`src/rtl/lrm_pkg.sv`:
```
package lrm_pkg;
  localparam int unsigned MW_FIELD_W = 4;

  // Decode width field; unsupported or oversized codes fall back to x1
  function automatic int unsigned eff_width(logic [MW_FIELD_W-1:0] code, int unsigned lanes);
    case (code)
      4'h4:    return (lanes >= 4) ? 4 : 1;
      4'h2:    return (lanes >= 2) ? 2 : 1;
      default: return 1;
    endcase
  endfunction
endpackage

```
`src/rtl/lrm_detect.sv`:
```
module lrm_detect #(
  parameter int unsigned LANES  = 4,
  parameter int unsigned LNUM_W = 8,
  localparam int unsigned WW    = $clog2(LANES) + 1
) (
  input  logic                    clk_i,
  input  logic                    rst_ni,
  input  logic [WW-1:0]           width_i,
  input  logic                    link_up_i,
  input  logic                    train_i,
  input  logic [LANES-1:0]        ts_seen_i,
  input  logic [LANES*LNUM_W-1:0] ts_lnum_i,
  output logic                    rev_o
);
  logic train_q, rev_q;
  logic rev_pat, nrm_pat;
  int   top;

  always_comb begin
    top = int'(width_i) - 1;
    if (top < 0) top = 0;
    rev_pat = (width_i > WW'(1)) && ts_seen_i[0] && ts_seen_i[top] &&
              (ts_lnum_i[0 +: LNUM_W] == LNUM_W'(top)) &&
              (ts_lnum_i[top*LNUM_W +: LNUM_W] == '0);
    nrm_pat = (width_i > WW'(1)) && ts_seen_i[0] && ts_seen_i[top] &&
              (ts_lnum_i[0 +: LNUM_W] == '0) &&
              (ts_lnum_i[top*LNUM_W +: LNUM_W] == LNUM_W'(top));
  end

  always_ff @(posedge clk_i or negedge rst_ni) begin
    if (!rst_ni) begin
      train_q <= 1'b0;
      rev_q   <= 1'b0;
    end else begin
      train_q <= train_i;
      if (!link_up_i)                rev_q <= 1'b0;
      else if (train_i && !train_q)  rev_q <= 1'b0;  // restart
      else if (train_i && rev_pat)   rev_q <= 1'b1;
      else if (train_i && nrm_pat)   rev_q <= 1'b0;
    end
  end

  assign rev_o = rev_q;
endmodule

```
`src/rtl/lrm_xbar.sv`:
```
module lrm_xbar #(
  parameter int unsigned LANES  = 4,
  parameter int unsigned DATA_W = 8,
  localparam int unsigned WW    = $clog2(LANES) + 1
) (
  input  logic                    clk_i,
  input  logic                    rst_ni,
  input  logic [WW-1:0]           width_i,
  input  logic                    rev_i,
  input  logic [LANES*DATA_W-1:0] phy_data_i,
  input  logic [LANES-1:0]        phy_valid_i,
  output logic [LANES*DATA_W-1:0] log_data_o,
  output logic [LANES-1:0]        log_valid_o
);
  for (genvar l = 0; l < LANES; l++) begin : g_lane
    logic              act;
    int                src;
    logic [DATA_W-1:0] d_q;
    logic              v_q;

    always_comb begin
      act = (l < int'(width_i));
      src = 0;
      if (act) src = rev_i ? (int'(width_i) - 1 - l) : l;
    end

    always_ff @(posedge clk_i or negedge rst_ni) begin
      if (!rst_ni) begin
        d_q <= '0;
        v_q <= 1'b0;
      end else if (act) begin
        d_q <= phy_data_i[src*DATA_W +: DATA_W];
        v_q <= phy_valid_i[src];
      end else begin
        d_q <= '0;
        v_q <= 1'b0;
      end
    end

    assign log_data_o[l*DATA_W +: DATA_W] = d_q;
    assign log_valid_o[l]                 = v_q;
  end
endmodule

```
`src/rtl/lane_rev_mapper.sv`:
```
module lane_rev_mapper #(
  parameter int unsigned LANES  = 4,
  parameter int unsigned DATA_W = 8,
  parameter int unsigned LNUM_W = 8,
  localparam int unsigned WW    = $clog2(LANES) + 1
) (
  input  logic                                clk_i,
  input  logic                                rst_ni,
  input  logic [lrm_pkg::MW_FIELD_W-1:0]      max_width_i,
  input  logic                                link_up_i,
  input  logic                                train_active_i,
  input  logic [LANES*DATA_W-1:0]             phy_data_i,
  input  logic [LANES-1:0]                    phy_valid_i,
  input  logic [LANES-1:0]                    ts_seen_i,
  input  logic [LANES*LNUM_W-1:0]             ts_lane_num_i,
  output logic [LANES*DATA_W-1:0]             log_data_o,
  output logic [LANES-1:0]                    log_valid_o,
  output logic                                reversed_o
);
  logic [WW-1:0] eff_w;
  logic          rev_raw;
  logic          wide;

  assign eff_w = WW'(lrm_pkg::eff_width(max_width_i, LANES));
  assign wide  = (eff_w > WW'(1));
  assign reversed_o = rev_raw & wide;

  lrm_detect #(.LANES(LANES), .LNUM_W(LNUM_W)) detect_i (
    .clk_i     (clk_i),
    .rst_ni    (rst_ni),
    .width_i   (eff_w),
    .link_up_i (link_up_i),
    .train_i   (train_active_i),
    .ts_seen_i (ts_seen_i),
    .ts_lnum_i (ts_lane_num_i),
    .rev_o     (rev_raw)
  );

  lrm_xbar #(.LANES(LANES), .DATA_W(DATA_W)) xbar_i (
    .clk_i       (clk_i),
    .rst_ni      (rst_ni),
    .width_i     (eff_w),
    .rev_i       (reversed_o),
    .phy_data_i  (phy_data_i),
    .phy_valid_i (phy_valid_i),
    .log_data_o  (log_data_o),
    .log_valid_o (log_valid_o)
  );
endmodule

```
`config.mk`:
```
export PLATFORM = sky130hd
export DESIGN_NAME = lane_rev_mapper
export DESIGN_NICKNAME = d
export VERILOG_FILES = /design/src/rtl/lrm_pkg.sv /design/src/rtl/lrm_detect.sv /design/src/rtl/lrm_xbar.sv /design/src/rtl/lane_rev_mapper.sv
export SDC_FILE = /design/constraint.sdc
export NUM_CORES = 1
export LEC_CHECK = 0
export BUFFER_PORTS_ARGS = -buffer_cell sky130_fd_sc_hd__buf_2
export CORE_ASPECT_RATIO = 0.9
export CORE_UTILIZATION = 30
export DETAILED_ROUTE_END_ITERATION = 8
export GPL_TIMING_DRIVEN = 0
export RECOVER_POWER = 100
export SYNTH_ARGS = -nofsm -noshare
export SYNTH_HDL_FRONTEND = slang
export SYNTH_SLANG_ARGS = --single-unit
export TNS_END_PERCENT = 20
```
`constraint.sdc`:
```
create_clock -name clk_i -period 2.5 [get_ports clk_i]
set_input_delay 0.375 -clock clk_i [delete_from_list [all_inputs] [get_ports clk_i]]
set_output_delay 0.375 -clock clk_i [all_outputs]
set_load 0.02 [all_outputs]
```
* Yosys cells after proc, flatten, opt, wreduce, memory -nomap -nowiden
Cells that the tools add are included.
** Storage, ports and cells
- Flip-flop bits (word level) :: 38
- Output and inout port bits :: 37
- Word-level logic and storage cells :: 85
** Cells by class
- Equal/unequal tests :: 5
- Bitwise gates (word level) :: 1
- Reduce and logical (&&, ||, !) cells :: 12
- Shifts and indexed selects :: 5
- Mux-type cells :: 37
- $add $sub $neg :: 4
- Magnitude comparators :: 11
** Operator list (number)
- $mux 32 :: 9
- $shiftx 32x33->8 :: 5
- $lt 32x4->1 const B :: 5
- $sub 32x3->32 const B :: 2
- $lt 32x1->1 const B :: 1
- $mux 8 :: 4
- $sub 32x2->32 const B :: 1
- $mux 1 :: 18
- $eq 8x8->1 :: 2
- $logic_not 8->1 :: 2
- $bmux 1 s2 :: 5
- $logic_and 1x1->1 :: 9
- $lt 1x3->1 const A :: 2
- $lt 2x3->1 const A :: 2
- $pmux 3 s2 :: 1
- $eq 4x2->1 const B :: 1
- $eq 4x3->1 const B :: 1
- $ne 4x1->1 const B :: 1
- $sub 3x1->4 const B :: 1
- $gt 3x1->1 const B :: 1
- $and 1x1->1 :: 1
- $logic_not 1->1 :: 1

* Logic depth before layout (Yosys ltp)
- Depth in word-level cells :: 16
- Mapped depth :: 12
- Gate-level depth less buffers :: 9

* By module
A second synthesis with hierarchy kept.
** Unflattened totals
- Cell total of the unflattened synthesis :: 319
- Area, all modules :: 3125.5 um^2
** By module, submodules not included
- lrm_xbar :: sequential area each 900.9 um^2, instances 1, cells an instance 233, area each 2556.2 um^2
- lrm_detect :: sequential area each 50.0 um^2, instances 1, cells an instance 80, area each 529.3 um^2
- lane_rev_mapper :: sequential area each 0.0 um^2, instances 1, cells an instance 6, area each 40.0 um^2

* Worst setup path after synthesis
Ideal clock, no wire load.
- Path type :: input to register
- Start point :: input max_width_i[3] (netlist bit)
- End point :: register detect_i.rev_q, in the netlist detect_i.rev_o
- Library setup time :: 125 ps
- Arrival time :: 2310 ps
- Slack :: 65 ps
- Stages on the path :: 11
- Path through :: nor2_1 > nand3b_1 > clkbuf_1 > inv_1 > ha_1 > buf_6 > nand2b_4 > mux4_2 > a221oi_2 > a311o_2 > o31ai_1
** On the way
- Longest elaborated chain between the ends :: 15
** RTL lines
- start: declaration :: RTL line lane_rev_mapper.sv:9 : input logic [lrm_pkg::MW_FIELD_W-1:0] max_width_i,
- $eq 4x2->1 / $eq 4x3->1 (equally long branches) :: RTL line lrm_pkg.sv:6 : case (code)
- $pmux 3 s2 (*) :: RTL line lrm_pkg.sv:6
- parallel branches: the longest is 13 deep, another holds $lt 32x1->1
- end signal: assignment :: RTL line lrm_detect.sv:36 : if (!link_up_i) rev_q <= 1'b0;
- end signal: assignment :: RTL line lrm_detect.sv:37 : else if (train_i && !train_q) rev_q <= 1'b0;
- end signal: assignment :: RTL line lrm_detect.sv:38 : else if (train_i && rev_pat) rev_q <= 1'b1;
- end: declaration :: RTL line lrm_detect.sv:15 : logic train_q, rev_q;
Every way passes the cells marked *. The select of a mux whose other input is x is not followed.
A chain may end at the register's enable or synchronous reset.

* Worst setup path after layout
- Start point :: input max_width_i[3] (netlist bit)
- End point :: register xbar_i.g_lane[1].d_q[5]
** On the way
- Longest elaborated chain between the ends :: 8
** RTL lines
- $eq 4x2->1 / $eq 4x3->1 (equally long branches) :: RTL line lrm_pkg.sv:6
- $pmux 3 s2 (*) :: RTL line lrm_pkg.sv:6
- $sub 3x1->4 / $gt 3x1->1 (equally long branches) :: RTL line lrm_xbar.sv:24, lane_rev_mapper.sv:25
- $sub 32x2->32 / $and 1x1->1 (equally long branches) :: RTL line lrm_xbar.sv:24, lane_rev_mapper.sv:26
- $mux 32 (2 in a row) :: RTL line lrm_xbar.sv:24 : if (act) src = rev_i ? (int'(width_i) - 1 - l) : l;
- $shiftx 32x33->8 :: RTL line lrm_xbar.sv:32 : d_q <= phy_data_i[src*DATA_W +: DATA_W];
- $mux 8 (*) :: RTL line lrm_xbar.sv:31 : end else if (act) begin
- end signal: assignment :: RTL line lrm_xbar.sv:32
- end: declaration :: RTL line lrm_xbar.sv:18 : logic [DATA_W-1:0] d_q;
Mark *: on every way between the ends. The rest lies on a longest branch, timed or not.

==> flow_summary.ini <==
[run_status]
status = finished, violations left
violations = design-rule violations, max-capacitance violations, max-slew violations

[synthesis]
synth_cell_types = 47
synth_ff_type = dfrtp_1
syn_inst = 246
synth.area.top_cells = dfrtp_1 38%, mux4_2 8.1%, mux2i_1 8.0%, a211oi_1 7.5%, nand2_1 3.3%
syn_nets = 331
synthArstFlopShare_pct = 100.0
synth.cell_area_um2 = 2517
syn_area_per_cell_um2 = 10.23
yosys_register_bits = 38
synth_area_leader_cell = dfrtp_1
synth_top_area_share_pct = 37.77
yosys_warnings = 0
synth_edf_count = 0
ys_seq_area_share_pct = 37.77

[power_and_ir_drop]
peakVddDrop_mv = 0.1957
p_leak_nw = 1.622
power_density_nw_per_um2 = 422.6

[floorplanning]
die_w_um = 98.56
die_y_um = 88.91
start_util_pct = 31.05
pin_count = 117
num_rows = 31
coreArea_um2 = 8107
die_area_um2 = 8762

[sta]
max_freq_mhz = 438.5
fin_worst_skew_ns = 0.009498
min_period_ns = 2.280
hold_violations = 0
setup_violations = 0
whs_ns = 0.2274
period_share_pct = 91.21
grt_setup_unrepaired = no
slew_headroom_pct = -34.95
finalMaxSlewViolations = 39
tightest_slew_ns = 2.024

[finish]
areaGrowthSynthToFinish_pct = 31.51
drive_gt1_share_pct = 32.80
final_core_util_pct = 40.84
final_nets = 456
antennaDiodeCount = 0

[clock_network]
clkLatencyLatePin_ns = 0.29
cts-root-buf = clkbuf_8
htreeDepth = 2
clkSlewWorstSetupHoldPaths_ns = 0.08
clock_path_buffers = 2
cts_tree = yes
numCtsBuffers = 5
cts_sinks = 38

[grt]
grt_use_met2_pct = 31.88
grt_pass1_wl_um = 12740
first_global_vias = 2496
met3_usage_pct = 4.613
grtUsageTotal_pct = 19.03
antenna_found_initial = 0
grtUsageMet1_pct = 24.75
grt-ovfl-total = 0
top_usage_layer = met2
grt_max_degree = 39

[detailed_routing]
via_count = 2484
drt_iter0_markers = 112
routed_wl_um = 8106
first_pass_iters = 6
wire_per_inst_um = 17.21
vias_per_cell = 5.274
drc = 1
ant_nets = 0

[placement]
port_buffers = 116
dp_hpwl_um = 5979
place_congestion = 0.8418

[worst_setup_path]
path_max_fanout = 8
worstPathRequired_ns = 2.66
start_kind = primary input
endpoint_kind = flip-flop
worstSetupPathType = in2reg
worstPathArrival_ns = 2.44

[min_path]
hp-class = in2reg

[run]
drv_cap = 1
synth_stat cells (4+ instances only):
cell type  count
nor2_1        21
inv_1          6
clkbuf_1       9
a211oi_1      25
o21ai_0        4
mux4_2         9
nand2_1       22
nor2b_1        8
and3_1         7
dfrtp_1       38
buf_4          6
nor4_1         6
ha_1           5
a311oi_1       8
mux2i_1       20
final cells by class:
type	count	area, um2
multi-input combinational	181	1428
sequential	38	950.9
fill	858	4796
tap	99	123.9
inverter	7	26.28
clock buffer	8	110.1
timing repair buffer	119	555.5
buffer	19	116.4
critical path, cell delays in order:
cell and delay [ns]:
buf_2 0.09, nor2_1 0.13, nand3b_1 0.21, ha_2 0.32, nor2b_4 0.19, nand2_1 0.16
nand2_4 0.23, mux4_1 0.58, nor2b_1 0.14
metrics by stage:
step | setup WS (ns) | area (um2) | instances | setup TNS, ns | power [mW]
finish | 0.2197 | 3311 | 471 | 0 | 1.399
global route | 0.007214 | 3311 | 471 | 0 | 1.474
CTS | 0.1357 | 3343 | 470 | 0 | 1.419
detailed placement | -0.5051 | 3222 | 461 | -10.09 | 0.9211
global placement | -0.5434 | 3222 | 461 | -9.724 | 0.9165
floorplan | 0.06513 | 2517 | 246 | 0 | 0.7813
layer usage:
metal | wire (um) | vias up
li1 | - | 1172
met1 | 3553 | 1191
met2 | 3881 | 113
met3 | 579 | 8
met4 | 91 | 0
met5 | 0 | -
registers in the layout, summed over array words and instances, names as in the netlist:
| signal | count |
|---|---|
| xbar_i.g_lane.v_q | 4 |
| xbar_i.g_lane.d_q | 32 |
| detect_i.train_q | 1 |
| detect_i.rev_o | 1 |
placed cells by master (no fill, tap or decap), types with 2 or more instances in the layout:
cell      count
a211oi_1     25
a21oi_1       3
a221oi_1      2
a311oi_1      8
a31oi_1       3
and3_1        7
buf_2        81
buf_4         9
clkbuf_1     46
clkbuf_8      8
dfrtp_1      38
ha_1          4
inv_1         6
mux2_2        3
mux2i_1      20
mux4_2        9
nand2_1      22
nand2_2       2
nand2b_1      3
nand3_1       3
nand3b_1      3
nor2_1       21
nor2b_1       8
nor3_1        2
nor3b_1       2
nor4_1        6
o211ai_1      2
o21ai_0       4
xor2_1        2
cells by family (layout without fill, tap and decap cells):
logic type      count (synthesis)  after routing  synth area share, %
simple gates                   87             87                18.39
compound gates                 53             53                16.10
flops                          38             38                37.77
mux                            33             33                18.39
buf+inv                        27            153                5.814
fa+ha+maj                       5              5                2.485
xor+xnor                        3              3                1.044
final timing paths:
path	from	to	slack (ns)	depth (start not counted)
max in group asynchronous	rst_ni	xbar_i.g_lane[3].d_q[5]	0.69	1
worst max register to register	detect_i.rev_o	xbar_i.g_lane[1].d_q[5]	0.60	5
min in group asynchronous	rst_ni	xbar_i.g_lane[0].d_q[3]	0.65	1
worst max-delay path	max_width_i[3]	xbar_i.g_lane[1].d_q[5]	0.22	9
worst min register to register	detect_i.rev_o	detect_i.rev_o	0.76	3
worst min-delay path	train_active_i	detect_i.train_q	0.23	1
report_power, final:
part           switching, mW  internal (mW)
Combinational          0.148          0.116
Clock                  0.215          0.278
Sequential           0.00645          0.635
repair_timing:
item,in CTS,in global routing
endpoints found under the hold margin,0,0
gates resized for setup,0,3
pin swaps,1,2
hold buffers,0,0
buffers inserted,2,1
endpoints found under the setup margin,17,15
(Power assumes the default switching activity.)
